### src/rtl/tempalarm_pkg.sv
package tempalarm_pkg;

  // Configuration byte layout; the position of each field is behaviour.
  typedef struct packed {
    logic [1:0] res;        // resolution code: 0=9b .. 3=12b
    logic [1:0] hyst;       // hysteresis code
    logic       clr;        // write-one-to-clear of the latch, never stored
    logic       crit_only;  // only the critical limit drives the event
    logic       int_mode;   // 1 = latched interrupt, 0 = comparator
    logic       evt_en;     // global event enable
  } cfg_t;

  localparam int CFG_W = $bits(cfg_t);

  typedef enum logic [1:0] {
    SEL_CFG   = 2'd0,
    SEL_UPPER = 2'd1,
    SEL_LOWER = 2'd2,
    SEL_CRIT  = 2'd3
  } sel_e;

  localparam int N_LIM     = 3;
  localparam int IDX_UPPER = 0;
  localparam int IDX_LOWER = 1;
  localparam int IDX_CRIT  = 2;

  localparam cfg_t CFG_RST = '{res: 2'd1, hyst: 2'd0, clr: 1'b0,
                               crit_only: 1'b0, int_mode: 1'b0, evt_en: 1'b0};

endpackage

### src/rtl/tempalarm_regs.sv
module tempalarm_regs
  import tempalarm_pkg::*;
#(
  parameter int TEMP_W = 13
) (
  input  logic                         clk,
  input  logic                         rst_n,
  input  logic                         wr_en,
  input  logic [1:0]                   wr_sel,
  input  logic [TEMP_W-1:0]            wr_data,
  output cfg_t                         cfg_q,
  output logic [N_LIM-1:0][TEMP_W-1:0] lim_q,
  output logic                         int_clr
);

  cfg_t             cfg_d;
  cfg_t             wcfg;
  logic             cfg_we;
  logic [N_LIM-1:0] lim_we;

  // next-state for the configuration register
  always_comb begin
    wcfg    = cfg_t'(wr_data[CFG_W-1:0]);
    cfg_we  = wr_en && (wr_sel == SEL_CFG);
    cfg_d   = wcfg;
    cfg_d.clr = 1'b0;
    int_clr = cfg_we && (wcfg.clr || !wcfg.int_mode);
  end

  always_ff @(posedge clk or negedge rst_n) begin
    if (!rst_n) begin
      cfg_q <= CFG_RST;
    end else if (cfg_we) begin
      cfg_q <= cfg_d;
    end
  end

  // one limit register per select code 1..N_LIM
  for (genvar i = 0; i < N_LIM; i++) begin : g_lim
    always_comb lim_we[i] = wr_en && (wr_sel == 2'(i + 1));

    always_ff @(posedge clk or negedge rst_n) begin
      if (!rst_n) begin
        lim_q[i] <= '0;
      end else if (lim_we[i]) begin
        lim_q[i] <= wr_data;
      end
    end
  end

endmodule

### src/rtl/tempalarm_lim.sv
module tempalarm_lim #(
  parameter int TEMP_W = 13,
  parameter bit ABOVE  = 1'b1
) (
  input  logic              clk,
  input  logic              rst_n,
  input  logic              samp_valid,
  input  logic [TEMP_W-1:0] temp,
  input  logic [TEMP_W-1:0] limit,
  input  logic [TEMP_W-1:0] hyst,
  output logic              flag_q,
  output logic              rise
);

  localparam int EW = TEMP_W + 2;

  logic signed [EW-1:0] t_x;
  logic signed [EW-1:0] l_x;
  logic signed [EW-1:0] h_x;
  logic                 trip;
  logic                 release_ok;
  logic                 flag_d;

  always_comb begin
    t_x = EW'($signed(temp));
    l_x = EW'($signed(limit));
    h_x = $signed({2'b00, hyst});
  end

  if (ABOVE) begin : g_above
    always_comb begin
      trip       = t_x > l_x;
      release_ok = t_x <= (l_x - h_x);
    end
  end else begin : g_below
    always_comb begin
      trip       = t_x < l_x;
      release_ok = t_x >= (l_x + h_x);
    end
  end

  // hysteresis only on the way out
  always_comb begin
    flag_d = flag_q ? !release_ok : trip;
    rise   = samp_valid && flag_d && !flag_q;
  end

  always_ff @(posedge clk or negedge rst_n) begin
    if (!rst_n) begin
      flag_q <= 1'b0;
    end else if (samp_valid) begin
      flag_q <= flag_d;
    end
  end

endmodule

### src/rtl/tempalarm_evtgen.sv
module tempalarm_evtgen
  import tempalarm_pkg::*;
(
  input  logic             clk,
  input  logic             rst_n,
  input  cfg_t             cfg,
  input  logic [N_LIM-1:0] flags,
  input  logic [N_LIM-1:0] rises,
  input  logic             int_clr,
  output logic             int_q,
  output logic             evt_n,
  output logic             evt_oe
);

  logic [N_LIM-1:0] sel_mask;
  logic             alarm;
  logic             rise_any;
  logic             int_set;
  logic             int_we;
  logic             int_d;
  logic             active;
  logic             drive;

  always_comb begin
    sel_mask = cfg.crit_only ? (N_LIM'(1) << IDX_CRIT) : '1;
    alarm    = |(flags & sel_mask);
    rise_any = |(rises & sel_mask);
    int_set  = cfg.int_mode && rise_any;
    int_we   = int_set || int_clr;
    int_d    = (int_q && !int_clr) || int_set;
  end

  always_ff @(posedge clk or negedge rst_n) begin
    if (!rst_n) begin
      int_q <= 1'b0;
    end else if (int_we) begin
      int_q <= int_d;
    end
  end

  always_comb begin
    active = cfg.int_mode ? (int_q || flags[IDX_CRIT]) : alarm;
    drive  = cfg.evt_en && active;
    evt_n  = !drive;
    evt_oe = drive;
  end

endmodule

### src/rtl/tempalarm_evt.sv
module tempalarm_evt
  import tempalarm_pkg::*;
#(
  parameter int TEMP_W = 13,
  parameter int FRAC_W = 4
) (
  input  logic              clk,
  input  logic              rst_n,
  input  logic              wr_en,
  input  logic [1:0]        wr_sel,
  input  logic [TEMP_W-1:0] wr_data,
  input  logic              samp_valid,
  input  logic [TEMP_W-1:0] samp_temp,
  output logic              evt_n,
  output logic              evt_oe,
  output logic              above_upper,
  output logic              below_lower,
  output logic              above_crit
);

  localparam int              MAX_DROP  = FRAC_W - 1;
  localparam logic [TEMP_W-1:0] HYST_BASE = TEMP_W'(3 << (FRAC_W - 1));

  logic [1:0]                   rst_pipe;
  logic                         rst_sync_n;
  cfg_t                         cfg_q;
  logic [N_LIM-1:0][TEMP_W-1:0] lim_q;
  logic                         int_clr;
  logic                         int_q;
  logic [2:0]                   drop;
  logic [TEMP_W-1:0]            res_mask;
  logic [TEMP_W-1:0]            hyst_amt;
  logic [TEMP_W-1:0]            temp_m;
  logic [N_LIM-1:0]             flags;
  logic [N_LIM-1:0]             rises;

  // asynchronous assert, synchronous release
  always_ff @(posedge clk or negedge rst_n) begin
    if (!rst_n) begin
      rst_pipe <= '0;
    end else begin
      rst_pipe <= {rst_pipe[0], 1'b1};
    end
  end
  assign rst_sync_n = rst_pipe[1];

  tempalarm_regs #(.TEMP_W(TEMP_W)) regs_i (
    .clk     (clk),
    .rst_n   (rst_sync_n),
    .wr_en   (wr_en),
    .wr_sel  (wr_sel),
    .wr_data (wr_data),
    .cfg_q   (cfg_q),
    .lim_q   (lim_q),
    .int_clr (int_clr)
  );

  // resolution masking and hysteresis amount
  always_comb begin
    drop     = 3'(MAX_DROP) - {1'b0, cfg_q.res};
    res_mask = {TEMP_W{1'b1}} << drop;
    temp_m   = samp_temp & res_mask;
    hyst_amt = (cfg_q.hyst == 2'd0) ? '0 : (HYST_BASE << (cfg_q.hyst - 2'd1));
  end

  for (genvar i = 0; i < N_LIM; i++) begin : g_cmp
    tempalarm_lim #(
      .TEMP_W (TEMP_W),
      .ABOVE  (i != IDX_LOWER)
    ) lim_i (
      .clk        (clk),
      .rst_n      (rst_sync_n),
      .samp_valid (samp_valid),
      .temp       (temp_m),
      .limit      (lim_q[i] & res_mask),
      .hyst       (hyst_amt),
      .flag_q     (flags[i]),
      .rise       (rises[i])
    );
  end

  tempalarm_evtgen evtgen_i (
    .clk     (clk),
    .rst_n   (rst_sync_n),
    .cfg     (cfg_q),
    .flags   (flags),
    .rises   (rises),
    .int_clr (int_clr),
    .int_q   (int_q),
    .evt_n   (evt_n),
    .evt_oe  (evt_oe)
  );

  assign above_upper = flags[IDX_UPPER];
  assign below_lower = flags[IDX_LOWER];
  assign above_crit  = flags[IDX_CRIT];

endmodule

### config.mk
export PLATFORM = sky130hd
export DESIGN_NAME = tempalarm_evt
export DESIGN_NICKNAME = d
export VERILOG_FILES = /design/src/rtl/tempalarm_pkg.sv /design/src/rtl/tempalarm_regs.sv /design/src/rtl/tempalarm_lim.sv /design/src/rtl/tempalarm_evtgen.sv /design/src/rtl/tempalarm_evt.sv
export SDC_FILE = /design/constraint.sdc
export NUM_CORES = 1
export LEC_CHECK = 0
export ABC_AREA = 1
export BUFFER_PORTS_ARGS = -buffer_cell sky130_fd_sc_hd__buf_2
export CAP_MARGIN = 10
export CELL_PAD_IN_SITES_DETAIL_PLACEMENT = 0
export CELL_PAD_IN_SITES_GLOBAL_PLACEMENT = 1
export CORE_MARGIN = 1
export CORE_UTILIZATION = 31
export CTS_BUF_LIST = sky130_fd_sc_hd__clkbuf_4
export CTS_CLUSTER_SIZE = 25
export DETAILED_ROUTE_END_ITERATION = 7
export GPL_ROUTABILITY_DRIVEN = 0
export PLACE_DENSITY_LB_ADDON = 0.1
export SLEW_MARGIN = 30
export SYNTH_ARGS = -nofsm -noshare
export SYNTH_HDL_FRONTEND = slang
export SYNTH_HIERARCHICAL = 1
export SYNTH_SLANG_ARGS = --single-unit
export TNS_END_PERCENT = 1
### constraint.sdc
create_clock -name clk -period 3.3 [get_ports clk]
set_input_delay 0.165 -clock clk [delete_from_list [all_inputs] [get_ports clk]]
set_output_delay 0.165 -clock clk [all_outputs]
set_load 0.1 [all_outputs]
# After elaboration in Yosys (flattened, before gate mapping)
# Cells that the tools add are included.
[classes]
addsub = 5
order_cmp = 6
n_eq_ne = 3
n_shift = 2
n_mux = 6
n_bitwise = 6
n_reduce_logical = 31
[op_table]
columns = ["operator", "n"]
rows = [
  ["bitwise AND 13 bit", 4],
  ["less-or-equal comparator 13 x 15 -> 1 bit", 2],
  ["subtractor 13 x 14 -> 15 bit", 2],
  ["greater-than comparator 13 bit", 2],
  ["adder 13 x 14 -> 15 bit", 1],
  ["greater-or-equal comparator 13 x 15 -> 1 bit", 1],
  ["logical AND 1 bit", 14],
  ["< comparator 13 bit", 1],
  ["2-to-1 mux 13 bit", 1],
  ["<< shifter 13 x 3 -> 13 bit, first input constant", 1],
  ["<< shifter 5 x 2 -> 13 bit, first input constant", 1],
  ["logical NOT 1 bit", 9],
  ["bitwise AND 3 bit", 2],
  ["OR reduction 3 bit", 2],
  ["equality test 2 bit, second input constant", 2],
  ["logical NOT 2 bit", 2],
  ["logical OR 1 bit", 4],
  ["2-to-1 mux 1 bit", 4],
  ["subtractor 2 x 2 -> 3 bit, first input constant", 1],
  ["equality test 2 x 1 -> 1 bit, second input constant", 1],
  ["2-to-1 mux 2 bit", 1],
  ["subtractor 2 x 1 -> 2 bit, second input constant", 1],
]
[word_totals]
ff_bits = 52
word_cells = 72

# Logic depth before layout (Yosys ltp)
[depth]
ltp_word = 13
ltp_mapped = 28

# Cells and area by module
# Netlist, hierarchy kept.
[modules_own_cells]
columns = ["mod", "instances", "cells_per_inst", "area_each_um2"]
rows = [
  ["tempalarm_regs", 1, 212, 1905.6],
  ["tempalarm_lim at g_cmp[2].lim_i", 1, 247, 1544.0],
  ["tempalarm_lim at g_cmp[0].lim_i", 1, 245, 1540.2],
  ["tempalarm_lim at g_cmp[1].lim_i", 1, 250, 1505.2],
  ["tempalarm_evt", 1, 40, 219.0],
  ["tempalarm_evtgen", 1, 17, 90.1],
]

# Worst setup path before layout
# Ideal clock, no wire load.
[synth_path]
path_type = "register to register"
start = "register regs_i/cfg_q[4] (netlist name)"
end = "register g_cmp[0].lim_i.flag_q"
setup_time_ns = 0.116
arrival_ns = 3.000
setup_slack_ns = 0.183
stages_incl_launch_ff = 26
path_buffers = 0
cell_sequence = "dfrtp_1 > inv_1 > ha_1 > nand2_1 > nand2_1 > nor2_1 > inv_1 > ha_1 > nand2_1 > nor2_1 > nand3_1 > nand3_2 > a21oi_2 > xor2_1 > ha_1 > nand2_1 > nor2_2 > nand3_1 > nor2_2 > nand2_1 > nand2_1 > nand2_1 > nand3_1 > nand2_1 > nand2_1 > nand2_1"
[synth_via]
elab_chain_len = 7
word_cells_on_any_way = 8
[synth_rtl]
columns = ["item", "line_no", "text"]
rows = [
  ["subtractor 2 x 1 -> 2 bit", "tempalarm_evt.sv:63", "hyst_amt = (cfg_q.hyst == 2'd0) ? '0 : (HYST_BASE << (cfg_q.hyst - 2'd1));"],
  ["<< shifter 5 x 2 -> 13 bit", "tempalarm_evt.sv:63", ""],
  ["2-to-1 mux 13 bit (*)", "tempalarm_evt.sv:63", ""],
  ["via hyst_amt[4]", "tempalarm_evt.sv:32", "logic [TEMP_W-1:0] hyst_amt;"],
  ["subtractor 13 x 14 -> 15 bit (*)", "tempalarm_lim.sv:33", "release_ok = t_x <= (l_x - h_x);"],
  ["less-or-equal comparator 13 x 15 -> 1 bit (*)", "tempalarm_lim.sv:33", ""],
  ["logical NOT 1 bit (*)", "tempalarm_lim.sv:44", "flag_d = flag_q ? !release_ok : trip;"],
  ["2-to-1 mux 1 bit (*)", "tempalarm_lim.sv:44", ""],
  ["end signal: assignment", "tempalarm_lim.sv:52", "flag_q <= flag_d;"],
  ["end: declaration", "tempalarm_lim.sv:11", "output logic flag_q,"],
]
# The timed path passes the listed nets; every way through them passes the cells marked *.
# A chain may end at the register's enable or synchronous reset.

# Worst setup path in the final report
[layout_path]
start = "register regs_i/cfg_q[4] (netlist name)"
end = "register g_cmp[2].lim_i.flag_q"
[layout_via]
elab_chain_len = 7
word_cells_on_any_way = 8
[layout_rtl]
columns = ["item", "line_no"]
rows = [
  ["subtractor 2 x 1 -> 2 bit", "tempalarm_evt.sv:63"],
  ["<< shifter 5 x 2 -> 13 bit", "tempalarm_evt.sv:63"],
  ["2-to-1 mux 13 bit (*)", "tempalarm_evt.sv:63"],
  ["via hyst_amt[6]", "tempalarm_evt.sv:32"],
  ["subtractor 13 x 14 -> 15 bit (*)", "tempalarm_lim.sv:33"],
  ["less-or-equal comparator 13 x 15 -> 1 bit (*)", "tempalarm_lim.sv:33"],
  ["logical NOT 1 bit (*)", "tempalarm_lim.sv:44"],
  ["2-to-1 mux 1 bit (*)", "tempalarm_lim.sv:44"],
  ["end signal: assignment", "tempalarm_lim.sv:52"],
  ["end: declaration", "tempalarm_lim.sv:11"],
]
# Marked as above.

==> impl_metrics.ini <==
[pwr]
combPwrFrac = 0.691
p_int_uw = 2060
switching_share = 0.509
p_sw_uw = 2140
p_leak_uw = 0.00440
vdd_drop_max_mv = 0.165
pwr-share-seq = 0.211
p_clk_frac = 0.097
power.density_nw_per_um2 = 526

[routing]
final_antenna_net_count = 0
dr_total_vias = 6335
drt_wl_total_um = 21300
wire_per_inst_um = 15.3
drc = 0
avgViaCountPerCell = 4.55
dr.pass1.iters = 4
drt_iter0_markers = 227

[sta]
min_period_over_period = 0.964
slew_headroom = 0.548
tightest_slew_ns = 0.676
fin_skew_ns = 0.0150
period_needed_ns = 3.18
max_freq_ghz = 0.314
hold_viol = 0
drv_slew = 0
rsz0062_at_grt = true
setup_viol = 0

[grt]
grt_max_degree = 32
grt_pass1_vias = 6156
grtUsageTotal = 0.201
busiest_layer = met2
grt_pass1_wl_um = 33600
use_met3 = 0.0149
use_met2 = 0.355
antenna_found_initial = 1
use_met1 = 0.266
grt.overflow.total = 0

[outcome]
status = complete, no violations

[flow_run]
maxCapViolCount = 0

[floorplan]
start_util = 0.320
rows = 53
dieWidth_um = 150
boundaryPins = 37
core_area_um2 = 21200
die_y_um = 150
die_area_um2 = 22500

[place]
portBuffers = 36
place_area_um2 = 7620
hpwlAfterDp_um = 17100

[clocking]
numCtsBuffers = 5
clock_latency_ns = 0.43
cts_root_buf = clkbuf_4
clkSinkCount = 52
h-tree-depth = 2
cts_tree = built
cts_buffer_depth = 2
clk_pin_slew_worst_paths_ns = 0.17

[cells_and_area]
mostFrequentLayoutCell = nand2_1
syn2layout_area_growth_pct = 17.6
drive_gt1_frac = 0.147
utilization = 0.376
nets = 1277
layout_common_cells = nand2_1 (308), inv_1 (179), ha_1 (123)
final_cell_area_um2 = 7990

[min_path]
hold_class = primary input to flip-flop

[setup_path]
critPathMaxFanout = 5
critPathKind = flip-flop to flip-flop
required_ns = 3.64
critPathArrivalTime_ns = 3.52
reg2reg_slack_ns = 0.12
end_kind = flip-flop
cp-start-kind = flip-flop

[logic_synthesis]
yosysWarningCount = 6
postSynthCellCount = 1009
syn_avg_cell_area_um2 = 6.73
syn_area_um2 = 6790
worst max-delay path, stage by stage, from the launching register on:
cell and delay (ns):
dfrtp_1 0.39, buf_4 0.14, ha_1 0.33, inv_1 0.08
ha_1 0.35, inv_1 0.08, o21bai_1 0.09, a21oi_1 0.22
nand3_4 0.13, a21oi_2 0.15, xor2_1 0.17, ha_1 0.26
nand2_2 0.08, inv_1 0.04, nand2_1 0.05, nand2_1 0.05
a21oi_1 0.15, nand3_1 0.10, nand3_1 0.08, nand2_1 0.05
nand2_1 0.05, nand2_1 0.04
power groups by stage:
stage	clock network [uW]	registers (uW)	logic, uW
after floorplan	0	986	1870
after CTS	435	891	2860
after global placement	0	899	2790
after detailed placement	0	899	2780
after global routing	455	909	3340
final	408	889	2910
worst paths after layout:
| kind | start | end | cells after the start |
|---|---|---|---|
| setup / recovery | regs_i/cfg_q[4] | g_cmp[2].lim_i/flag_q | 21 |
| hold / removal | wr_data[10] | regs_i/lim_q[36] | 3 |
| setup reg to reg | regs_i/cfg_q[4] | g_cmp[2].lim_i/flag_q | 21 |
| hold reg to reg | rst_pipe[1] | regs_i/lim_q[28] | 0 |
| max in group asynchronous | rst_pipe[1] | regs_i/lim_q[0] | 1 |
| min in group asynchronous | rst_pipe[1] | regs_i/lim_q[28] | 0 |
final cells by class:
class	instances	area, um^2
clock inverters	3	42.5
multi-input cells	781	4980
inverters	190	713
fillers	2405	13200
clock buffers	5	37.5
repair buffers	84	563
well taps	275	344
flip-flops and latches	52	1300
diodes	1	2.50
through the flow:
stage	setup slack, ns	power (uW)	instances	TNS, ns	hold WS, ns
after floorplan	0.183	2850	1039	0	-0.131
after detailed placement	-0.0987	3680	1369	-0.180	-0.0471
after global routing	-0.192	4710	1391	-0.569	0.00725
after global placement	-0.100	3690	1369	-0.159	-0.0485
after CTS	-0.0138	4180	1386	-0.0138	0.00185
final	0.120	4200	1391	0	0.0348
repair_timing:
| item | 4_1_cts | 5_1_grt |
|---|---|---|
| gates resized for setup | 11 | 29 |
| endpoints found under the hold margin | 12 | 0 |
| gates cloned | 0 | 0 |
| setup endpoints to repair | 3 | 3 |
| pin swaps | 1 | 20 |
| hold buffers | 9 | 0 |
| setup buffers | 0 | 4 |
state kept, by name, summed over array words and instances (netlist names):
signal              flops
regs_i/lim_q           39
regs_i/cfg_q            7
g_cmp.lim_i/flag_q      3
rst_pipe                2
evtgen_i/int_q          1
metal layers:
layer / vias up / wire, um
li1: 3407 / -
met1: 2863 / 10300
met2: 55 / 10300
met3: 10 / 398
met4: 0 / 280
met5: - / 0
No activity file was read; power rests on OpenSTA's default activity.
